### config.mk
export PLATFORM = sky130hd
export DESIGN_NAME = host_ctl_unit
export DESIGN_NICKNAME = d
export VERILOG_FILES = /design/src/rtl/hcu_pkg.sv /design/src/rtl/hcu_cmd_decode.sv /design/src/rtl/hcu_busy_timer.sv /design/src/rtl/hcu_cause_reg.sv /design/src/rtl/host_ctl_unit.sv
export SDC_FILE = /design/constraint.sdc
export NUM_CORES = 1
export LEC_CHECK = 0
export ABC_AREA = 0
export BUFFER_PORTS_ARGS = -buffer_cell sky130_fd_sc_hd__buf_2
export CAP_MARGIN = 20
export CORE_MARGIN = 4
export CORE_UTILIZATION = 55
export DETAILED_ROUTE_END_ITERATION = 6
export HOLD_SLACK_MARGIN = 0.12
export PLACE_DENSITY_LB_ADDON = 0.25
export RECOVER_POWER = 100
export SLEW_MARGIN = 25
export SYNTH_ARGS = -nofsm -noshare
export SYNTH_HDL_FRONTEND = slang
export SYNTH_SLANG_ARGS = --single-unit
### constraint.sdc
create_clock -name clk -period 5.65 [get_ports clk]
set_clock_uncertainty 0.1 [all_clocks]
set_input_delay 1.695 -clock clk [delete_from_list [all_inputs] [get_ports clk]]
set_output_delay 1.695 -clock clk [all_outputs]
set_load 0.1 [all_outputs]
### src/rtl/hcu_pkg.sv
// Shared widths, opcodes and cause bit positions for the command/status controller.
package hcu_pkg;
    localparam int CMD_W   = 16;
    localparam int OP_W    = 5;
    localparam int ARG_W   = CMD_W - OP_W;
    localparam int NUM_OPS = 1 << OP_W;
    localparam int CAUSE_W = 8;
    localparam int WIN_W   = 3;

    typedef enum logic [OP_W-1:0] {
        OP_GLOBAL_RST  = 5'd0,
        OP_SEL_WINDOW  = 5'd1,
        OP_RX_OFF      = 5'd3,
        OP_RX_ON       = 5'd4,
        OP_RX_RST      = 5'd5,
        OP_TX_RST      = 5'd11,
        OP_INT_REQ     = 5'd12,
        OP_ACK         = 5'd13,
        OP_LOAD_IMASK  = 5'd14,
        OP_LOAD_RDMASK = 5'd15
    } op_e;

    localparam int C_LATCH   = 0;
    localparam int C_FAIL    = 1;
    localparam int C_TXDONE  = 2;
    localparam int C_TXAVAIL = 3;
    localparam int C_RXDONE  = 4;
    localparam int C_RXEARLY = 5;
    localparam int C_INTREQ  = 6;
    localparam int C_STATS   = 7;
endpackage

### src/rtl/hcu_cmd_decode.sv
// Splits a command word into opcode and argument, gates it with the busy flag
// and registers a one-hot pulse per opcode plus the argument.
// Assumes: cmd_we is a single-cycle strobe; busy comes from the busy timer.
module hcu_cmd_decode
    import hcu_pkg::*;
(
    input  logic               clk,
    input  logic               rst_n,
    input  logic               cmd_we,
    input  logic [CMD_W-1:0]   cmd_wdata,
    input  logic               busy,
    output logic               accept,
    output logic [OP_W-1:0]    op,
    output logic [ARG_W-1:0]   arg,
    output logic               is_reset_cmd,
    output logic [NUM_OPS-1:0] pulse_q,
    output logic [ARG_W-1:0]   arg_q
);
    logic [NUM_OPS-1:0] pulse_d;

    assign op     = cmd_wdata[CMD_W-1 -: OP_W];
    assign arg    = cmd_wdata[ARG_W-1:0];
    assign accept = cmd_we & ~busy;
    assign is_reset_cmd = accept &
        ((op == OP_GLOBAL_RST) || (op == OP_RX_RST) || (op == OP_TX_RST));

    // One decode term per opcode
    for (genvar g = 0; g < NUM_OPS; g++) begin : g_dec
        assign pulse_d[g] = accept && (op == OP_W'(g));
    end

    // Register the pulses so each lasts one cycle
    always_ff @(posedge clk) begin
        if (!rst_n) pulse_q <= '0;
        else        pulse_q <= pulse_d;
    end

    // Keep the argument of the last accepted command
    always_ff @(posedge clk) begin
        if (!rst_n)      arg_q <= '0;
        else if (accept) arg_q <= arg;
    end
endmodule

### src/rtl/hcu_busy_timer.sv
// Down-counter that holds a busy flag for BUSY_CYCLES cycles after a load.
// Assumes: load is never raised while busy (the decoder gates it).
module hcu_busy_timer #(
    parameter int BUSY_CYCLES = 8
) (
    input  logic clk,
    input  logic rst_n,
    input  logic load,
    output logic busy
);
    localparam int CNT_W = $clog2(BUSY_CYCLES + 1);

    logic [CNT_W-1:0] cnt_q;

    // Load on a reset-type command, otherwise count down to zero
    always_ff @(posedge clk) begin
        if (!rst_n)            cnt_q <= '0;
        else if (load)         cnt_q <= CNT_W'(BUSY_CYCLES);
        else if (cnt_q != '0)  cnt_q <= cnt_q - CNT_W'(1);
    end

    assign busy = (cnt_q != '0);
endmodule

### src/rtl/hcu_cause_reg.sv
// Latched interrupt-cause bits with acknowledge-by-mask, a summary latch bit
// and the interrupt line. An event beats an acknowledge of the same bit.
// Assumes: set_ev bits are single-cycle pulses; clear_all is a global reset.
module hcu_cause_reg
    import hcu_pkg::*;
(
    input  logic               clk,
    input  logic               rst_n,
    input  logic               clear_all,
    input  logic [CAUSE_W-1:1] set_ev,
    input  logic [CAUSE_W-1:0] ack,
    input  logic [CAUSE_W-1:1] imask,
    output logic [CAUSE_W-1:0] cause_q,
    output logic               irq
);
    logic [CAUSE_W-1:0] cause_d;

    // Per-bit next state: keep unless acknowledged, event sets
    for (genvar g = 1; g < CAUSE_W; g++) begin : g_bit
        assign cause_d[g] = (cause_q[g] & ~ack[g]) | set_ev[g];
    end
    assign cause_d[C_LATCH] = (cause_q[C_LATCH] & ~ack[C_LATCH]) | (|(set_ev & imask));

    // Cause storage
    always_ff @(posedge clk) begin
        if (!rst_n || clear_all) cause_q <= '0;
        else                     cause_q <= cause_d;
    end

    assign irq = cause_q[C_LATCH] & (|(cause_q[CAUSE_W-1:1] & imask));
endmodule

### src/rtl/host_ctl_unit.sv
// Top of the command/status controller: decodes host command words, keeps
// window, masks and receiver enable, latches causes and builds the status word.
// Assumes: synchronous active-low reset; host strobes are single-cycle.
module host_ctl_unit
    import hcu_pkg::*;
#(
    parameter int BUSY_CYCLES = 8
) (
    input  logic               clk,
    input  logic               rst_n,
    input  logic               cmd_we,
    input  logic [15:0]        cmd_wdata,
    input  logic               stat_re,
    input  logic               ev_fail,
    input  logic               ev_tx_done,
    input  logic               ev_tx_avail,
    input  logic               ev_rx_done,
    input  logic               ev_rx_early,
    input  logic               ev_stats,
    output logic [15:0]        stat_rdata,
    output logic               irq,
    output logic [2:0]         win_sel,
    output logic               rx_enabled,
    output logic [31:0]        cmd_pulse,
    output logic [10:0]        cmd_arg
);
    logic               busy;
    logic               accept;
    logic [OP_W-1:0]    op;
    logic [ARG_W-1:0]   arg;
    logic               is_reset_cmd;
    logic               glob;
    logic [WIN_W-1:0]   win_q;
    logic [CAUSE_W-1:0] imask_q;
    logic [CAUSE_W-1:0] rdmask_q;
    logic               rx_en_q;
    logic [CAUSE_W-1:1] set_ev;
    logic [CAUSE_W-1:0] ack;
    logic [CAUSE_W-1:0] cause_q;
    logic [CMD_W-1:0]   status_now;

    hcu_cmd_decode u_dec (
        .clk          (clk),
        .rst_n        (rst_n),
        .cmd_we       (cmd_we),
        .cmd_wdata    (cmd_wdata),
        .busy         (busy),
        .accept       (accept),
        .op           (op),
        .arg          (arg),
        .is_reset_cmd (is_reset_cmd),
        .pulse_q      (cmd_pulse),
        .arg_q        (cmd_arg)
    );

    hcu_busy_timer #(.BUSY_CYCLES(BUSY_CYCLES)) u_busy (
        .clk   (clk),
        .rst_n (rst_n),
        .load  (is_reset_cmd),
        .busy  (busy)
    );

    assign glob = accept && (op == OP_GLOBAL_RST);

    // Cause sources in bit order 7..1
    assign set_ev = {ev_stats, accept && (op == OP_INT_REQ), ev_rx_early,
                     ev_rx_done, ev_tx_avail, ev_tx_done, ev_fail};
    assign ack = (accept && (op == OP_ACK)) ? arg[CAUSE_W-1:0] : '0;

    hcu_cause_reg u_cause (
        .clk       (clk),
        .rst_n     (rst_n),
        .clear_all (glob),
        .set_ev    (set_ev),
        .ack       (ack),
        .imask     (imask_q[CAUSE_W-1:1]),
        .cause_q   (cause_q),
        .irq       (irq)
    );

    // Window, masks and receiver enable, all restored by a global reset
    always_ff @(posedge clk) begin
        if (!rst_n || glob) begin
            win_q    <= '0;
            imask_q  <= '0;
            rdmask_q <= '1;
            rx_en_q  <= 1'b0;
        end else if (accept) begin
            case (op)
                OP_SEL_WINDOW:  win_q    <= arg[WIN_W-1:0];
                OP_LOAD_IMASK:  imask_q  <= arg[CAUSE_W-1:0];
                OP_LOAD_RDMASK: rdmask_q <= arg[CAUSE_W-1:0];
                OP_RX_ON:       rx_en_q  <= 1'b1;
                OP_RX_OFF:      rx_en_q  <= 1'b0;
                default: ;
            endcase
        end
    end

    assign status_now = {win_q, busy, 4'b0000, cause_q & rdmask_q};

    // Capture the status word on a host read
    always_ff @(posedge clk) begin
        if (!rst_n)       stat_rdata <= '0;
        else if (stat_re) stat_rdata <= status_now;
    end

    assign win_sel    = win_q;
    assign rx_enabled = rx_en_q;
endmodule

==> results_dict.tcl <==
set metrics [dict create \
    grt_pass1_wl_mm 11.9 \
    power_density_nw_per_um2 416 \
    coreArea_um2 5570 \
    port_buffers 85 \
    worst_pin_slew_ns 2.20 \
    fin_ws_ns 1.30 \
    synth_area_leaders "dfxtp_1 (53%), a21oi_1 (4.8%), mux2i_1 (4.0%)" \
    synth_top_area_share_pct 53.5 \
    drtAntennaViolNets 0 \
    yosys.area.top_type "dfxtp_1" \
    numCtsBuffers 9 \
    cts_tree "built" \
    p_sw_share_pct 36.6 \
    grt_max_degree 28 \
    seq_power_share_pct 44.5 \
    die_area_um2 7140 \
    die_h_um 84.5 \
    hold_violations 0 \
    finalCritPeriodShare_pct 77.0 \
    violations "max-capacitance violations, max-slew violations" \
    die_x_um 84.5 \
    cp-start-kind "input port" \
    crit_required_ns 5.68 \
    p_leak_nw 1.40 \
    synthCells 339 \
    status "complete, but fails checks" \
    rrSetupSlack_ns 2.09 \
    startpoint "cmd_we" \
    synth-warning-count 0 \
    worstReg2RegEnd "rx_enabled$_SDFFE_PP0P_" \
    htree_levels 3 \
    synth_seq_area_share_pct 53.5 \
    clk_pin_slew_ns 0.09 \
    tns_ns 0 \
    n_antenna_cell 0 \
    final-setup-viol-count 0 \
    avgSynthCellArea_um2 9.49 \
    gp_congestion 0.930 \
    crit_path_end_kind "flop" \
    rows 27 \
    grt_pass1_vias 2547 \
    finalPower_mw 1.52 \
    drc 0 \
    vdd_drop_max_mv 0.262 \
    crit_end "rx_enabled$_SDFFE_PP0P_" \
    cts_sinks 86 \
    synth_ff_type "dfxtp_1" \
    pwr-share-comb_pct 26.4 \
    arrival_ns 4.38 \
    antenna_found_initial 0 \
    max_clock_freq_mhz 230 \
    p_clk_share_pct 29.1 \
    rsz0062_at_grt "false" \
    area_growth_pct 13.4 \
    dpl-instance-area_um2 3590 \
    cts_resized 0 \
    drv_cap 2 \
    post_cts_buffers 0 \
    avgViaCountPerCell 5.30 \
    path_class "in -> reg" \
    vias 2598 \
    holdBufCountCts 0 \
    intPower_mw 0.962 \
    dr.first_iter.drc_count 161 \
    slew-limit-headroom_pct -48.4 \
    worst_hold_path_type "reg -> reg" \
    nets 441 \
    p_switching_mw 0.555 \
    whs_ns 0.356 \
    synthMostInstantiatedCell "dfxtp_1" \
    slew_violations 29 \
    track_usage_pct 20.5 \
    layout-drive-gt1-share_pct 10.5 \
    synthArstFlopShare_pct 0 \
    yosys_register_bits 86 \
    dr.pass1.iters 4 \
    n_fill_cell 517 \
    synth_common_cells "dfxtp_1 (86), nand2_1 (33), a21oi_1 (31), nor2_1 (30), inv_1 (17)" \
    io_pins 90 \
    post-route-cell-area_um2 3650 \
    ff2ff_path_depth 6 \
    worst-path-max-fanout 19 \
    synth_edf_count 0 \
    synth_area_um2 3220 \
    pre_cts_slack_ns 1.73 \
    fin_crit_ns 4.35 \
    cts_buffer_depth 2 \
    wl_per_cell_um 14.9 \
    ctsRootBufferMaster "clkbuf_8" \
    synth_cell_types 47 \
    routed_wl_mm 7.29 \
    grt_overflow 0 \
    reg2reg_from "u_busy.cnt_q[0]$_SDFFE_PP0P_" \
    hpwlAfterDp_mm 5.17 \
    clk_latency_ns 0.34 \
    start_util_pct 57.7 \
]
critical path, cell delays in order:
cell,delay [ns]
buf_2,0.09
and4bb_1,0.55
nand2b_1,0.19
o21ai_0,1.69
nor3_1,0.16
metrics by stage:
| stage | instances | utilization (%) |
|---|---|---|
| after floorplan | 342 | - |
| after global placement | 474 | 64.3 |
| after detailed placement | 474 | 64.3 |
| after CTS | 490 | 68.1 |
| after global routing | 490 | 65.5 |
| final | 490 | 65.5 |
worst min path at each step:
stage	from	endpoint	slack, ns	cells past startpoint
detailed placement	u_dec.arg_q[4]$_SDFFE_PN0P_	u_dec.arg_q[4]$_SDFFE_PN0P_	0.35	2
global placement	u_dec.arg_q[10]$_SDFFE_PN0P_	u_dec.arg_q[10]$_SDFFE_PN0P_	0.34	2
global route	u_dec.arg_q[7]$_SDFFE_PN0P_	u_dec.arg_q[7]$_SDFFE_PN0P_	0.37	2
floorplan	rdmask_q[0]$_SDFFE_PP1P_	rdmask_q[0]$_SDFFE_PP1P_	0.33	2
CTS	u_dec.arg_q[4]$_SDFFE_PN0P_	u_dec.arg_q[4]$_SDFFE_PN0P_	0.36	2
finish	u_dec.arg_q[8]$_SDFFE_PN0P_	u_dec.arg_q[8]$_SDFFE_PN0P_	0.36	2
sequential cells by signal (all words and copies together), names as in the netlist:
name	cells
u_dec.pulse_q	32
u_busy.cnt_q	4
win_sel	3
u_cause.cause_q	8
rx_enabled	1
rdmask_q	8
u_dec.arg_q	11
imask_q	7
stat_rdata	12
cell type report:
| type | instances | area (µm²) | area share [%] |
|---|---|---|---|
| clock buffers | 12 | 155 | 4.25 |
| flip-flops and latches | 86 | 1720 | 47.2 |
| repair buffers | 85 | 348 | 9.53 |
| inverters | 18 | 67.6 | 1.85 |
| clock inverters | 4 | 55.1 | 1.51 |
| well taps | 72 | 90.1 | 2.47 |
| multi-input cells | 213 | 1210 | 33.2 |
power by group through the flow:
stage,registers [mW],clock network (mW),logic [mW]
2_1_floorplan,0.855,0,0.186
3_3_place_gp,0.687,0,0.406
3_5_place_dp,0.689,0,0.415
4_1_cts,0.675,0.446,0.417
5_1_grt,0.681,0.470,0.433
6_report,0.675,0.441,0.400
placed cells by master (no fill, tap or decap), drive strengths merged:
cell type / Yosys / routed
and4bb: 1 / 1
a211oi: 1 / 1
o211ai: 8 / 8
or3: 3 / 3
dfxtp: 86 / 86
nor3: 13 / 13
and3: 2 / 2
clkinvlp: 0 / 1
or4: 3 / 3
nor2b: 3 / 3
nor4: 7 / 7
nand3: 11 / 11
o21a: 1 / 1
a21oi: 31 / 31
nand2b: 14 / 14
a31oi: 2 / 2
and2: 1 / 1
nand3b: 1 / 1
or2b: 1 / 1
nor3b: 1 / 1
buf: 16 / 23
conb: 1 / 4
a21o: 2 / 2
inv: 18 / 18
mux2i: 13 / 13
nor2: 30 / 30
a22oi: 5 / 5
or2: 4 / 4
ha: 2 / 2
bufinv: 0 / 1
or4b: 1 / 1
nand2: 34 / 34
xnor2: 1 / 1
a222oi: 1 / 1
o21bai: 1 / 1
clkinv: 0 / 2
nand4bb: 1 / 1
o21ai: 10 / 10
clkbuf: 9 / 74
logic make-up (layout without fill, tap and decap cells):
family,after synthesis,count (layout),synth area share [%]
AOI/OAI and AO/OA,62,62,12.9
xor gates and xnor gates,1,1,0.272
adders and majority gates,2,2,0.777
buffers and inverters,43,119,7.04
DFF,86,86,53.5
muxes,13,13,4.04
other,1,4,0.117
and+or+nand+nor,131,131,21.4
routing by layer:
layer / global-route usage (%) / wire length, µm / vias to the layer above
met4: 8.78 / 157 / 0
met3: 5.10 / 545 / 15
met1: 26.8 / 3350 / 1200
met2: 32.3 / 3240 / 98
li1: - / - / 1285
met5: 0 / 0 / -
Power figures use the tool's default switching activity.
